[src/rtl/iq_mix_pkg.sv]
package iq_mix_pkg;
  localparam real PI = 3.14159265358979323846;

  // round half away from zero
  function automatic int round_haz(real x);
    if (x >= 0.0) return $rtoi(x + 0.5);
    return -$rtoi(-x + 0.5);
  endfunction
endpackage

[src/rtl/iq_phase_acc.sv]
module iq_phase_acc #(
  parameter int PHASE_W = 24
) (
  input  logic               clk_i,
  input  logic               rst_ni,
  input  logic [PHASE_W-1:0] step_i,
  output logic [PHASE_W-1:0] phase_o
);
  logic armed_q;

  always_ff @(posedge clk_i or negedge rst_ni) begin
    if (!rst_ni) begin
      phase_o <= '0;
      armed_q <= 1'b0;
    end else begin
      phase_o <= phase_o + step_i;
      armed_q <= 1'b1;
    end
  end

  AST_PHASE_STEP: assert property (@(posedge clk_i) disable iff (!rst_ni)
    armed_q |=> (phase_o == $past(phase_o) + $past(step_i))) else $error("phase step");
endmodule

[src/rtl/iq_quarter_lut.sv]
module iq_quarter_lut #(
  parameter int PHASE_W = 24,
  parameter int LUT_AW  = 6,
  parameter int AMP_W   = 12
) (
  input  logic [PHASE_W-1:0]      phase_i,
  output logic signed [AMP_W-1:0] sin_o,
  output logic signed [AMP_W-1:0] cos_o
);
  import iq_mix_pkg::*;

  localparam int DEPTH = 1 << LUT_AW;
  localparam int MAG_W = AMP_W - 1;

  function automatic logic [MAG_W-1:0] tbl_val(int k);
    real a;
    int  v;
    a = (2.0 ** (AMP_W - 1) - 1.0) * $sin(PI * (2.0 * k + 1.0) / (4.0 * DEPTH));
    v = round_haz(a);
    return v[MAG_W-1:0];
  endfunction

  logic [MAG_W-1:0] tbl [DEPTH];

  for (genvar k = 0; k < DEPTH; k++) begin : g_tbl
    assign tbl[k] = tbl_val(k);
  end

  logic [1:0]        quad;
  logic [LUT_AW-1:0] idx, idx_m;
  logic [MAG_W-1:0]  sin_mag, cos_mag;
  logic              sin_neg, cos_neg;

  assign quad  = phase_i[PHASE_W-1 -: 2];
  assign idx   = phase_i[PHASE_W-3 -: LUT_AW];
  assign idx_m = ~idx;

  always_comb begin
    sin_mag = quad[0] ? tbl[idx_m] : tbl[idx];
    cos_mag = quad[0] ? tbl[idx] : tbl[idx_m];
    sin_neg = quad[1];
    cos_neg = quad[1] ^ quad[0];
    sin_o = sin_neg ? -$signed({1'b0, sin_mag}) : $signed({1'b0, sin_mag});
    cos_o = cos_neg ? -$signed({1'b0, cos_mag}) : $signed({1'b0, cos_mag});
  end
endmodule

[src/rtl/iq_mult_stage.sv]
module iq_mult_stage #(
  parameter int SMP_W = 10,
  parameter int AMP_W = 12,
  localparam int PRD_W = SMP_W + AMP_W
) (
  input  logic                    clk_i,
  input  logic                    rst_ni,
  input  logic                    valid_i,
  input  logic signed [SMP_W-1:0] smp_i,
  input  logic signed [AMP_W-1:0] sin_i,
  input  logic signed [AMP_W-1:0] cos_i,
  output logic                    valid_o,
  output logic signed [PRD_W-1:0] i_o,
  output logic signed [PRD_W-1:0] q_o
);
  logic armed_q;

  always_ff @(posedge clk_i or negedge rst_ni) begin
    if (!rst_ni) begin
      valid_o <= 1'b0;
      i_o     <= '0;
      q_o     <= '0;
      armed_q <= 1'b0;
    end else begin
      valid_o <= valid_i;
      armed_q <= 1'b1;
      if (valid_i) begin
        i_o <= smp_i * cos_i;
        q_o <= smp_i * sin_i;
      end
    end
  end

  AST_ZERO_AT_MID: assert property (@(posedge clk_i) disable iff (!rst_ni)
    (valid_i && smp_i == '0) |=> (i_o == '0 && q_o == '0)) else $error("mid");
  AST_HOLD_IDLE: assert property (@(posedge clk_i) disable iff (!rst_ni)
    (armed_q && !$past(valid_i)) |-> ($stable(i_o) && $stable(q_o))) else $error("hold");
endmodule

[src/rtl/iq_mixer.sv]
module iq_mixer #(
  parameter int SMP_W   = 10,
  parameter int PHASE_W = 24,
  parameter int LUT_AW  = 6,
  parameter int AMP_W   = 12,
  localparam int PRD_W  = SMP_W + AMP_W
) (
  input  logic               clk_i,
  input  logic               rst_ni,
  input  logic [PHASE_W-1:0] tune_word_i,
  input  logic               valid_i,
  input  logic [SMP_W-1:0]   sample_i,
  output logic               valid_o,
  output logic [PRD_W-1:0]   i_o,
  output logic [PRD_W-1:0]   q_o
);
  localparam logic [SMP_W:0] MID = (SMP_W+1)'(1 << (SMP_W - 1));

  logic [PHASE_W-1:0]      phase;
  logic signed [AMP_W-1:0] sin_w, cos_w;
  logic [SMP_W:0]          diff;
  logic                    v1_q;
  logic signed [SMP_W-1:0] s1_q;
  logic signed [AMP_W-1:0] sin1_q, cos1_q;
  logic signed [PRD_W-1:0] i_w, q_w;
  logic [1:0]              age_q;

  iq_phase_acc #(.PHASE_W(PHASE_W)) u_acc (
    .clk_i(clk_i), .rst_ni(rst_ni), .step_i(tune_word_i), .phase_o(phase)
  );

  iq_quarter_lut #(.PHASE_W(PHASE_W), .LUT_AW(LUT_AW), .AMP_W(AMP_W)) u_lut (
    .phase_i(phase), .sin_o(sin_w), .cos_o(cos_w)
  );

  // bias removal: range of code - mid fits SMP_W signed bits
  assign diff = {1'b0, sample_i} - MID;

  always_ff @(posedge clk_i or negedge rst_ni) begin
    if (!rst_ni) begin
      v1_q   <= 1'b0;
      s1_q   <= '0;
      sin1_q <= '0;
      cos1_q <= '0;
    end else begin
      v1_q <= valid_i;
      if (valid_i) begin
        s1_q   <= $signed(diff[SMP_W-1:0]);
        sin1_q <= sin_w;
        cos1_q <= cos_w;
      end
    end
  end

  iq_mult_stage #(.SMP_W(SMP_W), .AMP_W(AMP_W)) u_mul (
    .clk_i(clk_i), .rst_ni(rst_ni), .valid_i(v1_q), .smp_i(s1_q),
    .sin_i(sin1_q), .cos_i(cos1_q), .valid_o(valid_o), .i_o(i_w), .q_o(q_w)
  );

  assign i_o = i_w;
  assign q_o = q_w;

  always_ff @(posedge clk_i or negedge rst_ni) begin
    if (!rst_ni) age_q <= '0;
    else if (age_q != 2'd3) age_q <= age_q + 2'd1;
  end

  AST_VALID_LATENCY: assert property (@(posedge clk_i) disable iff (!rst_ni)
    (age_q >= 2'd2) |-> (valid_o == $past(valid_i, 2))) else $error("latency");
  AST_OSC_NONZERO: assert property (@(posedge clk_i) disable iff (!rst_ni)
    (sin_w != '0) && (cos_w != '0)) else $error("osc zero");
  AST_SIN_SIGN: assert property (@(posedge clk_i) disable iff (!rst_ni)
    (sin_w < 0) == phase[PHASE_W-1]) else $error("sin sign");
endmodule

[config.mk]
export PLATFORM = sky130hd
export DESIGN_NAME = iq_mixer
export DESIGN_NICKNAME = d
export VERILOG_FILES = /design/src/rtl/iq_mix_pkg.sv /design/src/rtl/iq_phase_acc.sv /design/src/rtl/iq_quarter_lut.sv /design/src/rtl/iq_mult_stage.sv /design/src/rtl/iq_mixer.sv
export SDC_FILE = /design/constraint.sdc
export NUM_CORES = 1
export LEC_CHECK = 0
export BUFFER_PORTS_ARGS = -buffer_cell sky130_fd_sc_hd__buf_2
export CAP_MARGIN = 20
export CORE_ASPECT_RATIO = 2
export CORE_UTILIZATION = 40
export DETAILED_ROUTE_END_ITERATION = 12
export RECOVER_POWER = 100
export SKIP_CTS_REPAIR_TIMING = 1
export SYNTH_ARGS = -nofsm -noshare
export SYNTH_HDL_FRONTEND = slang
export SYNTH_SLANG_ARGS = --single-unit
export TNS_END_PERCENT = 100
[constraint.sdc]
create_clock -name clk_i -period 6.8 [get_ports clk_i]
set_input_delay 1.02 -clock clk_i [delete_from_list [all_inputs] [get_ports clk_i]]
set_output_delay 1.02 -clock clk_i [all_outputs]
set_load 0.005 [all_outputs]
* Word level (Yosys, flattened, before mapping)
Memory sizes are Yosys's and may differ from the RTL's.
Index checks and enable logic that the tools add are counted.
** Cells by class
- Multiplexer cells :: 8
- Order comparisons :: 2
- Multiply operators :: 2
- $add $sub $neg :: 4
- Bitwise gates (word level) :: 4
** Operator list (number)
- 2-to-1 mux 11 bit :: 6
- multiplier 10 x 12 -> 22 bit :: 2
- adder 24 bit :: 1
- 2-to-1 mux 12 bit :: 2
- negator 11 -> 12 bit :: 2
- greater-or-equal comparator 7 bit, second input constant :: 2
- NOT 6 -> 7 bit :: 2
- subtractor 10 bit, second input constant :: 1
- NOT 6 bit :: 1
- XOR 1 bit :: 1
** Storage, ports and cells
- Register bits after elaboration :: 104
- Input port bits :: 37
- Bits in read-only memories :: 1408
- Memories kept :: 2
- Output and inout bits :: 45
- Logic and storage cells :: 30
** Memory list
- (no name shown) :: depth 64, bits a word 11, read ports 1, clocked after Yosys merged registers in 0, write ports 0, line iq_quarter_lut.sv:39 : sin_mag = quad[0] ? tbl[idx_m] : tbl[idx];
- (no name shown) :: depth 64, bits a word 11, read ports 1, clocked after Yosys merged registers in 0, write ports 0, line iq_quarter_lut.sv:39

* Longest topological paths before layout
- Depth in word-level cells :: 8
- Gate-level depth with buffers :: 20
- Mapped depth without buffers :: 19

* Modules after synthesis
From an unflattened synthesis, not the netlist that was laid out.
** Second synthesis, totals
- Cells, all modules :: 1935
- Area, all modules :: 17490.5 µm²
** Modules (own cells, without submodules)
- iq_mult_stage :: seq. area each 1126.1 µm², area an instance 11227.0 µm², times used 1, cells each 1248
- iq_quarter_lut :: seq. area each 0.0 µm², area an instance 2912.8 µm², times used 1, cells each 406
- iq_phase_acc :: seq. area each 600.6 µm², area an instance 1909.3 µm², times used 1, cells each 207
- iq_mixer :: seq. area each 875.8 µm², area an instance 1441.4 µm², times used 1, cells each 74

* Worst setup path before layout
OpenSTA, ideal clock, no wires.
- Kind :: reg-to-reg
- Start point :: register s1_q[9]
- End point :: register u_mul.q_o[20]
- Setup time :: 83 ps
- Setup slack :: 1335 ps
- Path buffers :: 1
- Stages on the path, launching flop included :: 19
- Period minus slack after synthesis :: 5465 ps
- Arrival :: 5382 ps
- Data required time :: 6717 ps
- Cells stage by stage :: dfrtp_1 > clkinv_1 > clkbuf_1 > nor2_1 > fa_1 > fa_1 > fa_1 > fa_1 > inv_1 > fa_1 > inv_1 > ha_1 > a21oi_1 > o21bai_1 > a21oi_1 > o211ai_1 > a211oi_1 > mux2_2 > o21ai_0
** Between the ends
- Cells in the longest elaborated chain, start to end :: 1
** RTL lines
- from (decl) :: line iq_mixer.sv:23 : logic signed [SMP_W-1:0] s1_q;
- from (signal assigned) :: line iq_mixer.sv:48 : s1_q <= $signed(diff[SMP_W-1:0]);
- multiplier 10 x 12 -> 22 bit :: line iq_mult_stage.sv:29 : q_o <= smp_i * sin_i;
- to (signal assigned) :: line iq_mult_stage.sv:29
- to (decl) :: line iq_mult_stage.sv:14 : output logic signed [PRD_W-1:0] q_o
No other way between the ends.
A chain may end at the register's enable or synchronous reset.

* Worst setup path in the final report
- Start point :: register s1_q[1]
- End point :: register u_mul.i_o[19]
** Between the ends
- Cells in the longest elaborated chain, start to end :: 1
** RTL lines
- multiplier 10 x 12 -> 22 bit :: line iq_mult_stage.sv:28 : i_o <= smp_i * cos_i;
- to (signal assigned) :: line iq_mult_stage.sv:28
- to (decl) :: line iq_mult_stage.sv:13 : output logic signed [PRD_W-1:0] i_o,
No other way between the ends.

==> impl_results.md <==
* Result of the run: finished with violations
* Violations in the final reports: capacitance limit, slew limit
* Nets@finish at 2275
* # port buffers at 81
* Number of enable-type register cells in the synthesized netlist at 0
* Post-layout minimum cycle time at 6083 ps
* Seq/Total Area, Yosys at 15.67%
* Final sum of negative setup slack at 0 ps
* Die Y at 290.1 µm
* Die area at 0.04238 mm²
* Share of synthesized area spent on multiplexers at 3.971%
* Tcrit/Tclk final at 89.46%
* Classification of the worst-slack hold path: reg -> reg
* Cell area after synthesis at 0.01660 mm²
* Area share of and/or/nand/nor cells after synthesis at 16.44%
* GR Overflow Total at 0
* Vias at 13338
* Post-synthesis compound-gate area fraction at 13.85%
* Top Ports at 82
* Total wire length at 46.82 mm
* Iteration-0 DRC count of the detailed router at 650
* Number of global-route vias before repair at 14417
* Clock tree from TritonCTS: yes
* Post-detailed-route via-to-cell ratio at 5.514
* TritonCTS sink count at 104
* Start of the worst register-to-register path: s1_q[1]
* Xor and xnor area share after synthesis at 3.527%
* Slew @ Worst Pin at 3036 ps
* Number of max-slew violations in the final report at 148
* Cell occurring most often along the worst timing path: fa_1
* Cell with the largest stage delay on the worst path: clkbuf_1
* Total iterations of the first detailed-routing run at 5
* CTS Buf Count at 9
* Number of cells produced by synthesis at 1859
* Relative slew margins at -102.4%
* Number of failing setup endpoints in the final timing report at 0
* Global Route Usage Sum at 23.20%
* Antenna-violating nets left at 0
* FP Rows at 105
* Final cell area excluding filler cells at 0.01763 mm²
* Worst skew pair latency at 390 ps
* Register bit total from synthesis at 104
* Net count after synthesis at 2255
* CP Max Fanout at 18
* Timing startpoint of the critical path: s1_q[1]
* Worst clock skew at 17.02 ps
* Longest Clk Path Bufs at 2
* Chip width at 146.1 µm
* Critical Path Max Stage Delay at 680 ps
* Reg-to-reg endpoint: u_mul.i_o[19]
* Setup crit end: u_mul.i_o[19]
* Synth Warn # at 0
* Pin count of the biggest net entering global routing at 54
* Clk root buf: clkbuf_16
* Filler cell count in the final layout at 4155
* Number of cells on the worst reg-to-reg path at 18
* Initial antenna violation count at 3
* Max frequency at 0.1644 GHz
* Wire length of the first global-routing pass at 76.02 mm
* Most used flip-flop cell after synthesis: dfrtp_1
* Adder and majority gate portion of the synthesized area at 36.77%
* Kind of critical path: reg -> reg
* Clock slew at reported path FFs at 70 ps
* Required time of the critical path at 7110 ps
* Endpoint type of the worst setup path: flip-flop
* Cell Area, Placed at 0.01740 mm²
* Number of distinct library cell variants in the gate-level netlist after synthesis at 90
* Mean cell area of the mapped netlist at 8.931 µm²
* Worst Path Arrival at 6390 ps
* Setup repair after global routing missed its margin: no
* DRC Markers at 0
* Area growth syn-to-layout at 6.157%
* Number of hold violations in the final report at 0
* Worst-path cell chain: clkbuf_1 -> nand2_1 -> inv_1 -> fa_1 -> fa_1 -> fa_1 -> fa_1 -> inv_1 -> fa_1 -> inv_1 -> ha_1 -> a21o_1 -> a211o_1 -> o21ai_0 -> a31o_2 -> o211ai_1 -> a2111o_1 -> nand3_1
* Main combinational cell family by area after synthesis: adder cells
* CTS H-tree depth at 3
* Reg-to-reg setup timing slack at 720 ps
* Max_cap viols at 3
* Dpl hpwl at 38.25 mm
* Share of layout cells above drive strength 1 at 8.285%
* Critical path launch point type: flip-flop
* Asr flop ratio synth at 100.0%
* Initial cell density of the core at 40.51%
* GP Congestion at 0.9699
* Placeable core area at 0.04099 mm²
* Detail-routed net length per standard cell at 19.35 µm
-- per-layer routing --
layer	share of wire, %	routed length (µm)	global-route usage [%]
met3	3.2	1507	2.453
met5	0.032	15	0
met1	34	15800	22.27
met2	57	26650	45.92
met4	6.1	2846	14.66
-- through the flow --
step                hold slack (ps)  std cells  setup WS, ps  util [%]
floorplan                     351.9       1859          1335         -
global placement              454.2       2403         917.4     42.45
detailed placement            468.6       2403         750.9     42.45
CTS                           485.7       2418         767.8     43.13
global route                  503.9       2419         358.2     43.00
finish                        481.1       2419         716.8     43.00
-- layout by cell type (no fill, tap or decap), types with 7 or more instances in the layout --
cell type  netlist  routed
nand3b_1         8       8
a221oi_1         7       7
o21ai_0         54      55
o211ai_1        11      11
dfrtp_1        104     102
ha_1           144     144
a31oi_1         15      15
a21oi_1         67      67
o31ai_1         11      11
o21a_1          11      11
a211o_1          7       7
clkbuf_16        0       9
mux2_2          45      44
nand2_1        188     188
inv_1          305     306
buf_4            3      19
or3_1           10      11
fa_1           215     215
and2_1         102     101
nor3_1          17      17
xnor2_1         54      54
a211oi_1        30      30
a21o_1          21      21
buf_2            9      54
and3_1          11      11
or4_1           10      10
o21bai_1        10      10
nand3_1         30      30
nand2b_1        37      37
clkbuf_1        69      30
mux2i_1          7       7
xor2_1          11      11
nor2b_1         17      17
nor2_1          78      78
-- layout make-up --
type | instances | area, µm² | area share, %
clock inverter | 4 | 27.53 | 0.1562
sequential | 104 | 2605 | 14.78
inverter | 310 | 1164 | 6.602
multi-input combinational | 1350 | 12370 | 70.21
clock buffer | 11 | 252.7 | 1.434
antenna | 1 | 2.502 | 0.01420
tap | 535 | 669.4 | 3.798
timing repair buffer | 104 | 530.5 | 3.010
-- sequential cells by signal (all words and copies together), names as in the netlist --
| signal | count |
|---|---|
| u_acc.phase_o | 24 |
| u_mul.i_o | 22 |
| u_mul.q_o | 22 |
| cos1_q | 12 |
| sin1_q | 12 |
| s1_q | 10 |
| u_mul.valid_o | 1 |
| v1_q | 1 |
-- cell usage after synthesis, drive strengths merged (7+ instances only) --
library cell	n	area [µm²]
xnor2	55	489.2
o31ai	11	82.58
o211ai	11	82.58
or2	7	43.79
nand3	30	150.1
and2	102	638.1
a221oi	7	61.31
o21a	11	82.58
nand3b	8	60.06
o21ai	56	280.3
fa	215	4304
nor2	78	292.8
buf	26	198.9
or4	10	75.07
dfrtp	104	2603
ha	144	1802
o311ai	7	61.31
nand2	188	705.7
mux2i	7	70.07
o21bai	10	75.07
nand2b	38	245.2
nor2b	17	106.4
nor3	17	85.08
mux2	46	518.0
a21oi	67	335.3
inv	307	1152
a31oi	15	93.84
clkbuf	69	259.0
a21o	21	157.7
a211o	7	61.31
a211oi	30	225.2
and3	11	68.82
xor2	11	96.34
or3	11	73.82
-- cells by family after synthesis --
logic type / count (synthesis)
xor gates and xnor gates: 66
buffers and inverters: 405
muxes: 56
AOI/OAI and AO/OA: 328
DFF: 104
and+or+nand+nor: 541
adders and majority gates: 359
-- worst max-delay path, delay by kind of cell (launching register included) --
kind | cells | cell delay (ps)
AOI/OAI and AO/OA | 6 | 1390
adders and majority gates | 6 | 2800
DFF | 1 | 550
and+or+nand+nor | 2 | 360
buffers and inverters | 4 | 940
-- how the worst min path moves through the flow --
stage | cells after the start | endpoint | startpoint | slack [ps]
after floorplan | 0 | u_mul.valid_o | v1_q | 350
after global placement | 1 | u_acc.phase_o[0] | u_acc.phase_o[0] | 450
after detailed placement | 1 | u_acc.phase_o[0] | u_acc.phase_o[0] | 470
after CTS | 1 | u_acc.phase_o[0] | u_acc.phase_o[0] | 490
after global routing | 1 | u_acc.phase_o[0] | u_acc.phase_o[0] | 500
final | 1 | u_acc.phase_o[0] | u_acc.phase_o[0] | 480
Power is left out: the tool's default activity adds up to more than one toggle a clock period on the data nets, which glitch-free logic cannot reach.
